<file path="config.mk">
export PLATFORM = sky130hd
export DESIGN_NAME = dac_serif_top
export DESIGN_NICKNAME = d
export VERILOG_FILES = /design/src/rtl/dac_serif_pkg.sv /design/src/rtl/dac_serif_sync.sv /design/src/rtl/dac_serif_shift.sv /design/src/rtl/dac_serif_latch.sv /design/src/rtl/dac_serif_top.sv
export SDC_FILE = /design/constraint.sdc
export NUM_CORES = 1
export LEC_CHECK = 0
export BUFFER_PORTS_ARGS = -buffer_cell sky130_fd_sc_hd__buf_4
export CAP_MARGIN = 20
export CORE_MARGIN = 4
export CORE_UTILIZATION = 45
export CTS_CLUSTER_DIAMETER = 30
export DETAILED_ROUTE_END_ITERATION = 12
export PLACE_DENSITY = 0.63
export RECOVER_POWER = 25
export REMOVE_ABC_BUFFERS = 1
export SKIP_CTS_REPAIR_TIMING = 1
export SYNTH_ARGS = -nofsm -noshare
export SYNTH_HDL_FRONTEND = slang
export SYNTH_SLANG_ARGS = --single-unit
</file>
<file path="constraint.sdc">
create_clock -name clk -period 1.41 [get_ports clk]
set_input_delay 0.0705 -clock clk [delete_from_list [all_inputs] [get_ports clk]]
set_output_delay 0.0705 -clock clk [all_outputs]
set_load 0.05 [all_outputs]
</file>
<file path="src/rtl/dac_serif_pkg.sv">
package dac_serif_pkg;
  // Pin order inside the synchronizer bank
  localparam int PIN_SCLK = 0;
  localparam int PIN_CS   = 1;
  localparam int PIN_SDI  = 2;
  localparam int PIN_LDAC = 3;
  localparam int PIN_PD   = 4;
  localparam int N_PINS   = 5;
  // Idle level of each pin: chip-select and load strobe idle high
  localparam logic [N_PINS-1:0] PIN_IDLE = 5'b01010;

  typedef struct packed {
    logic lvl;
    logic rise;
    logic fall;
  } pin_evt_t;
endpackage

</file>
<file path="src/rtl/dac_serif_sync.sv">
module dac_serif_sync #(
  parameter int   STAGES  = 2,
  parameter logic RST_VAL = 1'b0
) (
  input  logic                      clk,
  input  logic                      rst,
  input  logic                      pin,
  output dac_serif_pkg::pin_evt_t   evt
);
  logic [STAGES-1:0] chain;
  logic              prev;

  always_ff @(posedge clk) begin
    if (rst) begin
      chain <= {STAGES{RST_VAL}};
      prev  <= RST_VAL;
    end else begin
      chain <= {chain[STAGES-2:0], pin};
      prev  <= chain[STAGES-1];
    end
  end

  always_comb begin
    evt.lvl  = chain[STAGES-1];
    evt.rise = chain[STAGES-1] & ~prev;
    evt.fall = ~chain[STAGES-1] & prev;
  end

  a_r1_idle_after_reset : assert property (@(posedge clk)
    rst |=> (evt.lvl == RST_VAL) && !evt.rise && !evt.fall);
endmodule

</file>
<file path="src/rtl/dac_serif_shift.sv">
module dac_serif_shift #(
  parameter int WORD_W = 16
) (
  input  logic              clk,
  input  logic              rst,
  input  logic              cs_lvl,
  input  logic              cs_fall,
  input  logic              cs_rise,
  input  logic              sclk_rise,
  input  logic              sdi_lvl,
  output logic              commit,
  output logic [WORD_W-1:0] word
);
  localparam int CNT_W = $clog2(WORD_W + 1);
  localparam logic [CNT_W-1:0] FULL = CNT_W'(WORD_W);

  logic [WORD_W-1:0] sh;
  logic [CNT_W-1:0]  cnt;

  always_ff @(posedge clk) begin
    if (rst) begin
      sh     <= '0;
      cnt    <= '0;
      commit <= 1'b0;
    end else begin
      commit <= cs_rise && (cnt == FULL);
      if (cs_fall) begin
        cnt <= '0;
      end else if (sclk_rise && !cs_lvl) begin
        sh <= {sh[WORD_W-2:0], sdi_lvl};
        if (cnt != FULL) cnt <= cnt + 1'b1;
      end
    end
  end

  assign word = sh;

  // count saturates at the word length; extra clocks only slide the window
  a_r3_count_saturates : assert property (@(posedge clk) disable iff (rst)
    cnt <= FULL);
  // a new frame starts counting from zero
  a_r9_frame_restart : assert property (@(posedge clk) disable iff (rst)
    cs_fall |=> cnt == '0);
endmodule

</file>
<file path="src/rtl/dac_serif_latch.sv">
module dac_serif_latch #(
  parameter int WORD_W = 16
) (
  input  logic              clk,
  input  logic              rst,
  input  logic              commit,
  input  logic [WORD_W-1:0] word,
  input  logic              ld_fall,
  input  logic              pd_lvl,
  output logic [WORD_W-1:0] code,
  output logic              pd_flag
);
  logic [WORD_W-1:0] in_reg;

  always_ff @(posedge clk) begin
    if (rst) begin
      in_reg  <= '0;
      code    <= '0;
      pd_flag <= 1'b0;
    end else begin
      pd_flag <= pd_lvl;
      if (commit)  in_reg <= word;
      if (ld_fall) code   <= in_reg;
    end
  end

  a_r1_reset_clears : assert property (@(posedge clk)
    rst |=> (code == '0) && (in_reg == '0));
  a_r4_input_holds : assert property (@(posedge clk) disable iff (rst)
    !commit |=> $stable(in_reg));
  a_r6_code_only_on_load : assert property (@(posedge clk) disable iff (rst)
    !ld_fall |=> $stable(code));
  a_r7_pd_tracks : assert property (@(posedge clk) disable iff (rst)
    pd_lvl |=> pd_flag);
endmodule

</file>
<file path="src/rtl/dac_serif_top.sv">
module dac_serif_top #(
  parameter int WORD_W      = 16,
  parameter int SYNC_STAGES = 2
) (
  input  logic              clk,
  input  logic              rst,
  input  logic              cs_n,
  input  logic              sclk,
  input  logic              sdi,
  input  logic              ldac_n,
  input  logic              pd,
  output logic [WORD_W-1:0] dac_code,
  output logic              pd_flag
);
  import dac_serif_pkg::*;

  logic [N_PINS-1:0] pins;
  pin_evt_t          evt [N_PINS];
  logic              commit;
  logic [WORD_W-1:0] word;

  always_comb begin
    pins           = '0;
    pins[PIN_SCLK] = sclk;
    pins[PIN_CS]   = cs_n;
    pins[PIN_SDI]  = sdi;
    pins[PIN_LDAC] = ldac_n;
    pins[PIN_PD]   = pd;
  end

  for (genvar i = 0; i < N_PINS; i++) begin : g_sync
    dac_serif_sync #(.STAGES(SYNC_STAGES), .RST_VAL(PIN_IDLE[i])) u_sync (
      .clk (clk),
      .rst (rst),
      .pin (pins[i]),
      .evt (evt[i])
    );
  end

  dac_serif_shift #(.WORD_W(WORD_W)) u_shift (
    .clk       (clk),
    .rst       (rst),
    .cs_lvl    (evt[PIN_CS].lvl),
    .cs_fall   (evt[PIN_CS].fall),
    .cs_rise   (evt[PIN_CS].rise),
    .sclk_rise (evt[PIN_SCLK].rise),
    .sdi_lvl   (evt[PIN_SDI].lvl),
    .commit    (commit),
    .word      (word)
  );

  dac_serif_latch #(.WORD_W(WORD_W)) u_latch (
    .clk     (clk),
    .rst     (rst),
    .commit  (commit),
    .word    (word),
    .ld_fall (evt[PIN_LDAC].fall),
    .pd_lvl  (evt[PIN_PD].lvl),
    .code    (dac_code),
    .pd_flag (pd_flag)
  );

  // the input register is committed only as a result of a chip-select rise
  a_r5_commit_from_cs : assert property (@(posedge clk) disable iff (rst)
    commit |-> $past(evt[PIN_CS].rise));
endmodule

</file>
# Yosys cells after proc, flatten, opt, wreduce, memory -nomap -nowiden
# Cells that the tools add are included.
word_totals:
  ff_bits: 68
  word_cells: 32
classes:
  add_sub_neg: 1
  eq_ne: 2
  n_bitwise: 9
  n_reduce_logical: 6
ops:
  columns: ["op", "count"]
  rows:
  - ["$add 5x1->5 const B", 1]
  - ["$eq 5x5->1 const B", 1]
  - ["$ne 5x5->1 const B", 1]
  - ["$not 1->1", 5]
  - ["$and 1x1->1", 4]
  - ["$reduce_and 2->1", 2]
  - ["$logic_and 1x1->1", 2]
  - ["$reduce_or 2->1", 1]
  - ["$logic_not 1->1", 1]

# Longest topological paths before layout
# Gate-level depths: netlist of run 1.
depth:
  depth_word: 4
  ltp_mapped: 5
  depth_no_buf: 5

# Modules after synthesis
# From an unflattened synthesis of run 1, not the netlist that was laid out.
unflattened:
  cells_unflattened: 256
  area_unflattened_um2: 2543.7
by_module_without_submodules:
  columns: ["mod", "instances", "cells_per_inst", "area_each_um2"]
  rows:
  - ["dac_serif_latch", 1, 106, 1188.6]
  - ["dac_serif_shift", 1, 105, 858.3]
  - ["dac_serif_sync at g_sync[0].u_sync ...", 3, 9, 98.8]
  - ["dac_serif_sync at g_sync[1].u_sync ...", 2, 9, 100.1]

# Least setup slack after synthesis of run 1
# No wires, ideal clock.
synth_timing:
  path_type: "reg-to-reg"
  from: "register g_sync[0].u_sync.prev"
  to: "register u_shift.cnt[2]"
  setup_ns: 0.086
  t_arrival_ns: 1.421
  required_ns: 1.324
  slack_ns: -0.098
  stages_incl_launch_ff: 4
  path_buffers: 0
  synth_period_minus_slack_ns: 1.508
  path_cell_list: "dfxtp_1 > or3b_4 > or4_4 > a221oi_2"
synth_via:
  elab_chain_cells: 4
synth_lines:
  columns: ["element", "line", "rtl"]
  rows:
  - ["start, declared", "dac_serif_sync.sv:11", "logic prev;"]
  - ["start signal, assigned", "dac_serif_sync.sv:19", "prev <= chain[STAGES-1];"]
  - ["$not 1->1", "dac_serif_sync.sv:25", "evt.rise = chain[STAGES-1] & ~prev;"]
  - ["$and 1x1->1", "dac_serif_sync.sv:25", null]
  - ["$logic_and 1x1->1", "dac_serif_shift.sv:29", "end else if (sclk_rise && !cs_lvl) begin"]
  - ["$reduce_and 2->1 (no line)", null, null]
  - ["end signal, assigned", "dac_serif_shift.sv:31", "if (cnt != FULL) cnt <= cnt + 1'b1;"]
  - ["end, declared", "dac_serif_shift.sv:18", "logic [CNT_W-1:0] cnt;"]
# No other way between the ends.
# A chain may end at the register's enable or synchronous reset.

# Final worst setup path of run 1
# Same ends and word-level chain as after synthesis.

==> flow_summary.toml, run 1 <==
[run_status]
status = "finished, violations left"
violations = "setup timing"

[clock_tree]
clock_latency_ns = 0.34
clk_pin_slew_ns = 0.07
cts_buffers = 9
clock-root-buffer = "clkbuf_8"
cts.sinks = 68
htree_levels = 3
cts_tree = "yes"
clock_path_buffers = 2

[critical_path]
startpoint = "g_sync[0].u_sync.prev"
worstSetupStartpointType = "flip-flop"
path_buf_inv = 0
cp_max_fo = 2
crit_arrival_ns = 1.73
r2r_cells = 3
r2r_end = "u_shift.cnt[2]"
end_kind = "flip-flop"
crit_cells = 3
rr_startpoint = "g_sync[0].u_sync.prev"
required_ns = 1.67
critPathMaxStageDelay_ns = 0.48
slowest_stage = "or4_4"
worstSetupPathType = "flip-flop to flip-flop"
r2r_setup_slack_ns = -0.07
cp_top_family = "simple AND/OR/NAND/NOR gates"
crit_chain = "or3b_4 > or4_4 > a221oi_2"
crit_end = "u_shift.cnt[2]"

[grt]
grt_pass1_vias = 1660
grt_usage_pct = 14.9
grt_max_degree = 53
grt_pass1_wl_mm = 7.38
antenna_found_initial = 0
grt_remaining_overflow = 0

[route]
drc = 0
wl_per_cell_um = 11.5
post_drt_via_cell_ratio = 4.78
postRouteWirelength_mm = 4.32
vias = 1794
dr.pass1.iters = 4
drt-initial-drc-count = 69
ant_nets = 0

[power_and_ir_drop]
seq_power_share_pct = 52.8
power_density_nw_per_um2 = 1200
power_mw = 3.68
sw_frac_of_total_pct = 21.1
cellInternalPower_mw = 2.90
vdd_drop_max_mv = 0.748
power_frac_clock_pct = 43.8
leakage_nw = 1.13
pwr-share-comb_pct = 3.3
power_switching_mw = 0.776

[finish]
layout.nets = 309
most-common-layout-cells = "63 x nand2_1, 63 x dfxtp_1, 32 x buf_4"
drive_gt1_share_pct = 25.2
instances_no_fill = 375
diodes = 0
syn_to_final_growth_pct = 26.4

[synthesis]
synthCells = 261
yosys_warnings = 0
ys_types = 25
syn_area_sq_um = 2410
yosysSeqAreaShare_pct = 56.4
avgSynthCellArea_sq_um = 9.25
synth-seq-cells = 68

[timing]
fin_crit_sh_pct = 105
hold_viol_final = 0
rsz0062_at_grt = "yes"
worst_slack_ns = -0.0687
finalSetupViolCount = 1
slew_headroom_pct = 77.5
slew_viol_final = 0
min_period_ns = 1.48
worst_pin_slew_ns = 0.332
max_freq_ghz = 0.676
skew_ns = 0.00432

[die]
die_h_um = 81.3
core_sq_um = 5140
rows = 26
die_w_um = 81.3
io_pins = 24
fp.dieArea_sq_um = 6600
start_util_pct = 47.0

[flow_run]
drv_cap = 0

[place]
place_inst = 351
port_buffers = 23
globalplace.congestion = 0.777
hpwlAfterDp_mm = 2.50

[hold_path]
hold_path_class = "primary input to flip-flop"
whs_path_depth = 2
[through the flow]
step | utilization [%] | setup WS (ns) | hold slack (ns) | instance area (sq um) | TNS [ns]
global route | 59.4 | -0.112 | 0.00117 | 3050 | -0.239
global placement | 53.0 | -0.0554 | 0.257 | 2730 | -0.235
detailed placement | 53.0 | -0.106 | 0.260 | 2730 | -0.351
floorplan | - | -0.162 | 0.137 | 2350 | -0.276
finish | 59.4 | -0.0687 | 0.00921 | 3050 | -0.0687
CTS | 57.0 | -0.128 | -0.102 | 2930 | -0.513
[layout make-up]
type	count	area, sq um
Tap cell	70	87.6
Fill cell	486	2090
Clock inverter	4	47.5
Timing Repair Buffer	45	382
Sequential cell	68	1370
Inverter	6	22.5
Clock buffer	12	155
Multi-Input combinational cell	170	991
[Yosys cell counts (all sizes together)]
cell | number | area [sq um]
nor4bb | 1 | 10.0
a221oi | 1 | 15.0
mux2i | 20 | 200
or4b | 1 | 10.0
or4 | 1 | 11.3
nand4 | 2 | 12.5
a21oi | 32 | 160
a211o | 2 | 17.5
buf | 3 | 13.8
ha | 2 | 25.0
nor2 | 17 | 63.8
or2 | 5 | 31.3
nand2 | 65 | 244
inv | 6 | 22.5
nor2b | 9 | 56.3
clkbuf | 14 | 52.6
and4 | 1 | 8.76
dfxtp | 68 | 1360
o21ai | 1 | 5.00
nor3b | 1 | 7.51
nand2b | 1 | 6.26
or3b | 1 | 11.3
o211ai | 6 | 45.0
nor4b | 1 | 23.8
[logic make-up (layout without fill, tap and decap cells)]
| logic type | after synthesis | after routing | share of synthesized area [%] |
|---|---|---|---|
| AOI/OAI and AO/OA | 42 | 42 | 10.1 |
| adders and majority gates | 2 | 2 | 1.04 |
| buffers and inverters | 23 | 67 | 3.68 |
| DFF | 68 | 68 | 56.4 |
| muxes | 20 | 20 | 8.29 |
| and+or+nand+nor | 106 | 106 | 20.6 |
[per-layer routing]
layer | routed length (um) | vias to the layer above | global-route usage [%]
met1 | 1980 | 817 | 17.3
met4 | 65 | 0 | 5.07
met3 | 216 | 6 | 7.65
met2 | 2060 | 32 | 23.6
met5 | 0 | - | 0
li1 | - | 939 | -
[worst min path at each step]
stage / startpoint / to / slack [ns]
after floorplan: rst / u_shift.cnt[2] / 0.14
after global placement: ldac_n / g_sync[3].u_sync.chain[0] / 0.26
after detailed placement: cs_n / g_sync[1].u_sync.chain[0] / 0.26
after CTS: cs_n / g_sync[1].u_sync.chain[0] / -0.10
after global routing: rst / u_shift.cnt[2] / 0.001
final: rst / u_shift.cnt[2] / 0.009
[power by group through the flow]
stage,logic [mW],registers (mW),clock network (mW)
floorplan,0.0326,1.99,0
global placement,0.107,1.98,0
detailed placement,0.106,1.99,0
CTS,0.107,1.94,1.65
global route,0.136,1.94,1.75
finish,0.123,1.94,1.61
No activity file was read; power rests on OpenSTA's default activity.
==> inputs of run 2 (changes only) <==
--- a/config.mk
+++ b/config.mk
@@ -7,7 +7,7 @@
 export LEC_CHECK = 0
 export BUFFER_PORTS_ARGS = -buffer_cell sky130_fd_sc_hd__buf_4
 export CAP_MARGIN = 20
-export CORE_MARGIN = 4
+export CORE_MARGIN = 2
 export CORE_UTILIZATION = 45
 export CTS_CLUSTER_DIAMETER = 30
 export DETAILED_ROUTE_END_ITERATION = 12
==> flow_summary.toml, run 2 (synthesized netlist as in run 1, its figures left out) <==
[run_status]
status = "finished, violations left"
violations = "setup timing"

[timing]
min_period_ns = 1.48
whs_ns = 0.0266
worst_pin_slew_ns = 0.358
hold_viol_final = 0
fin_crit_sh_pct = 105
rsz0062_at_grt = "yes"
skew_ns = 0.00619
max_freq_ghz = 0.676
slew_viol_final = 0
tns_ns = -0.0690
slew_headroom_pct = 75.8
worst_slack_ns = -0.0690
finalSetupViolCount = 1

[grt]
grt_pass1_vias = 1561
grt_remaining_overflow = 0
antenna_found_initial = 0
grt_pass1_wl_mm = 7.13
grt_max_degree = 51
grt_usage_pct = 15.2

[die]
rows = 26
core_sq_um = 5140
start_util_pct = 47.0
io_pins = 24
die_h_um = 77.3
fp.dieArea_sq_um = 5970
die_w_um = 77.3

[route]
wl_per_cell_um = 11.5
wl_met2_mm = 2.04
dr.pass1.iters = 4
wl_met3_um = 172
ant_nets = 0
drt-initial-drc-count = 89
postRouteWirelength_mm = 4.32
post_drt_via_cell_ratio = 4.80
wl_met1_mm = 2.04
drc = 0
top_layer = "met4"
vias = 1799

[clock_tree]
clock_latency_ns = 0.34
clk_pin_slew_ns = 0.06
htree_levels = 3
clock_path_buffers = 2
clock-root-buffer = "clkbuf_8"
cts_buffers = 9
cts.sinks = 68
cts_tree = "yes"

[critical_path]
crit_chain = "or3b_4 > or4_4 > a221oi_2"
r2r_cells = 3
required_ns = 1.66
path_buf_inv = 0
slowest_stage = "or4_4"
cp_max_fo = 2
worstSetupPathType = "flip-flop to flip-flop"
critPathMaxStageDelay_ns = 0.48
r2r_setup_slack_ns = -0.07
rr_startpoint = "g_sync[0].u_sync.prev"
cp_top_family = "simple AND/OR/NAND/NOR gates"
end_kind = "flip-flop"
crit_arrival_ns = 1.73
worstSetupStartpointType = "flip-flop"
r2r_end = "u_shift.cnt[2]"

[power_and_ir_drop]
power_switching_mw = 0.762
leakage_nw = 1.13
vdd_drop_max_mv = 1.31
seq_power_share_pct = 53.2
pwr-share-comb_pct = 3.3
sw_frac_of_total_pct = 20.9
cellInternalPower_mw = 2.89
power_mw = 3.65
power_density_nw_per_um2 = 1210
power_frac_clock_pct = 43.5

[place]
hpwlAfterDp_mm = 2.66
globalplace.congestion = 0.824
post_dp_cell_area_sq_um = 2750
port_buffers = 23
place_ws_ns = -0.105

[finish]
syn_to_final_growth_pct = 25.4
most-common-layout-cells = "65 x nand2_1, 65 x dfxtp_1, 32 x a21oi_1"
drive_gt1_share_pct = 23.0
design_area_sq_um = 3030
diodes = 0
layout.nets = 310
nFillCells = 468

[hold_path]
hold_path_class = "primary input to flip-flop"
hp-start = "rst"
holdPathEnd = "g_sync[0].u_sync.chain[1]"
whs_path_depth = 2

[flow_run]
drv_cap = 0
-- run 2: cell types whose count changed in the layout (fill, tap and decap cells not counted) --
cell,before,now
buf_4,32,31
nand2_2,2,0
nand2_1,63,65
clkinvlp_4,1,0
a21oi_2,3,0
dfxtp_2,5,3
clkinv_4,0,1
clkbuf_4,3,5
dfxtp_1,63,65
a21oi_1,29,32
buf_8,1,0
-- run 2: power groups by stage --
stage / clock network (mW) / registers [mW] / logic, mW
final: 1.59 / 1.94 / 0.119
after global routing: 1.71 / 1.94 / 0.132
after CTS: 1.64 / 1.94 / 0.111
after detailed placement: 0 / 1.99 / 0.110
after global placement: 0 / 1.99 / 0.109
after floorplan: 0 / 1.99 / 0.0326
-- run 2: layout make-up --
class | instances | area, sq um | area share (%)
multi-input cells | 170 | 975 | 32.2
clock inverters | 4 | 48.8 | 1.61
inverters | 6 | 22.5 | 0.744
well taps | 70 | 87.6 | 2.89
flip-flops and latches | 68 | 1370 | 45.1
repair buffers | 46 | 378 | 12.5
clock buffers | 11 | 151 | 5.00
-- run 2: through the flow --
step | cells | util (%)
detailed placement | 354 | 53.5
floorplan | 244 | -
global placement | 354 | 53.5
CTS | 369 | 57.4
finish | 375 | 58.9
global route | 375 | 58.9
-- run 2: worst max-delay path by stage --
stage | startpoint | endpoint | cells after the start
final | g_sync[0].u_sync.prev | u_shift.cnt[2] | 3
after global routing | u_shift.cnt[0] | u_shift.cnt[2] | 5
after global placement | u_shift.cnt[0] | u_shift.cnt[2] | 5
after floorplan | g_sync[1].u_sync.chain[1] | u_shift.cnt[2] | 3
after CTS | u_shift.cnt[0] | u_shift.cnt[2] | 5
after detailed placement | u_shift.cnt[0] | u_shift.cnt[2] | 5
-- run 2: per-layer routing --
layer / GRT usage, % / vias up
met5: 0 / -
met4: 5.36 / 0
met3: 6.94 / 8
met2: 25.0 / 33
met1: 17.5 / 815
li1: - / 943
==> inputs of run 3 (changes only) <==
--- a/config.mk
+++ b/config.mk
@@ -11,7 +11,7 @@
 export CORE_UTILIZATION = 45
 export CTS_CLUSTER_DIAMETER = 30
 export DETAILED_ROUTE_END_ITERATION = 12
-export PLACE_DENSITY = 0.63
+export PLACE_DENSITY = 0.6
 export RECOVER_POWER = 25
 export REMOVE_ABC_BUFFERS = 1
 export SKIP_CTS_REPAIR_TIMING = 1
==> constraint.sdc (replaced) <==
create_clock -name clk -period 1.6 [get_ports clk]
set_input_delay 0.24 -clock clk [delete_from_list [all_inputs] [get_ports clk]]
set_output_delay 0.24 -clock clk [all_outputs]
set_load 0.05 [all_outputs]
==> flow_summary.toml, run 3 (synthesized netlist as in run 1, its figures left out) <==
[critical_path]
crit_arrival_ns = 1.77
r2r_setup_slack_ns = 0.07
r2r_end = "u_shift.cnt[2]"
worstSetupPathType = "flip-flop to flip-flop"
required_ns = 1.85
r2r_cells = 3
worstSetupStartpointType = "flip-flop"
rr_startpoint = "g_sync[0].u_sync.chain[1]"
cp_max_fo = 5
end_kind = "flip-flop"

[grt]
grt_max_degree = 26
grt_usage_pct = 14.9
antenna_found_initial = 0
grt_pass1_wl_mm = 6.85
grt_remaining_overflow = 0
grt_pass1_vias = 1526

[timing]
rsz0062_at_grt = "no"
slew_viol_final = 0
hold_viol_final = 0
slew_headroom_pct = 45.5
max_freq_ghz = 0.655
worst_slack_ns = 0.0742
finalSetupViolCount = 0
worst_pin_slew_ns = 0.817
fin_crit_sh_pct = 95.4
tns_ns = 0
min_period_ns = 1.53
skew_ns = 0.00586

[finish]
nFillCells = 512
final_common_cell = "dfxtp_1"
syn_to_final_growth_pct = 17.9
layout.nets = 298
diodes = 0
final_core_util_pct = 55.4
most-common-layout-cells = "67 x dfxtp_1, 65 x nand2_1, 32 x a21oi_1"
drive_gt1_share_pct = 18.7

[hold_path]
hold_path_class = "primary input to flip-flop"
whs_path_depth = 2
hp-start = "cs_n"
holdPathEnd = "g_sync[1].u_sync.chain[0]"

[clock_tree]
cts.sinks = 68
cts_tree = "yes"
clock-root-buffer = "clkbuf_8"
cts_buffers = 9
htree_levels = 3
clock_path_buffers = 2
clk_pin_slew_ns = 0.06
clock_latency_ns = 0.34

[route]
vias = 1728
post_drt_via_cell_ratio = 4.75
wl_per_cell_um = 11.1
drc = 0
ant_nets = 0
postRouteWirelength_mm = 4.05
dr.pass1.iters = 4
drt-initial-drc-count = 70

[die]
die_h_um = 77.3
io_pins = 24
rows = 26
fp.dieArea_sq_um = 5970
die_w_um = 77.3
start_util_pct = 47.0
core_sq_um = 5140

[power_and_ir_drop]
power_mw = 2.98
power_switching_mw = 0.635
pwr-share-comb_pct = 2.9
seq_power_share_pct = 57.5
leakage_nw = 1.05
vdd_drop_max_mv = 0.629
sw_frac_of_total_pct = 21.3
cellInternalPower_mw = 2.34
power_frac_clock_pct = 39.5
power_density_nw_per_um2 = 1050

[run_status]
status = "finished, final reports clean"

[place]
globalplace.congestion = 0.826
place_ws_ns = 0.0356
hpwlAfterDp_mm = 2.60
port_buffers = 23

[flow_run]
drv_cap = 0
==> run 3: how the worst max path moves through the flow <==
stage	startpoint	to	slack (ns)	cells past startpoint
CTS	g_sync[0].u_sync.chain[1]	u_shift.cnt[2]	0.03	3
global route	u_shift.cnt[0]	u_shift.cnt[2]	0.02	5
floorplan	g_sync[1].u_sync.chain[1]	u_shift.cnt[2]	0.03	3
global placement	g_sync[0].u_sync.chain[1]	u_shift.cnt[2]	0.08	3
finish	g_sync[0].u_sync.chain[1]	u_shift.cnt[2]	0.07	3
detailed placement	g_sync[0].u_sync.chain[1]	u_shift.cnt[2]	0.04	3
==> run 3: power by group through the flow <==
stage                     clock network (mW)  logic [mW]  registers [mW]
after floorplan                            0      0.0287            1.75
after global placement                     0      0.0913            1.75
after detailed placement                   0      0.0916            1.75
after CTS                               1.23      0.0920            1.71
after global routing                    1.29      0.0977            1.71
final                                   1.18      0.0870            1.71
==> run 3: per-stage QoR <==
step / instance area (sq um) / cells / hold WS, ns
after floorplan: 2350 / 244 / 0.306
after global placement: 2690 / 348 / 0.396
after detailed placement: 2690 / 348 / 0.396
after CTS: 2850 / 364 / 0.0656
after global routing: 2850 / 364 / 0.0746
final: 2850 / 364 / 0.0841
==> run 3: layout make-up <==
cell class	instances	area (sq um)	share of cell area, %
Clock buffer	14	153	5.36
Clock inverter	2	10.0	0.352
Inverter	6	22.5	0.791
Multi-Input combinational cell	170	965	33.9
Sequential cell	68	1360	47.9
Tap cell	70	87.6	3.08
Timing Repair Buffer	34	246	8.66
==> run 3: critical path: stages (launching register included) <==
cell and delay (ns):
dfxtp_2 0.35, or3b_4 0.39, or4_4 0.48, a221oi_2 0.22
==> run 3: per-layer routing <==
metal	GRT usage, %	routed length [um]	vias up	share of wire (%)
met4	11.8	135	0	3.3
met1	18.6	1950	771	48
met2	21.7	1820	30	45
li1	-	-	915	-
met3	3.88	152	12	3.8
met5	0	0	-	0
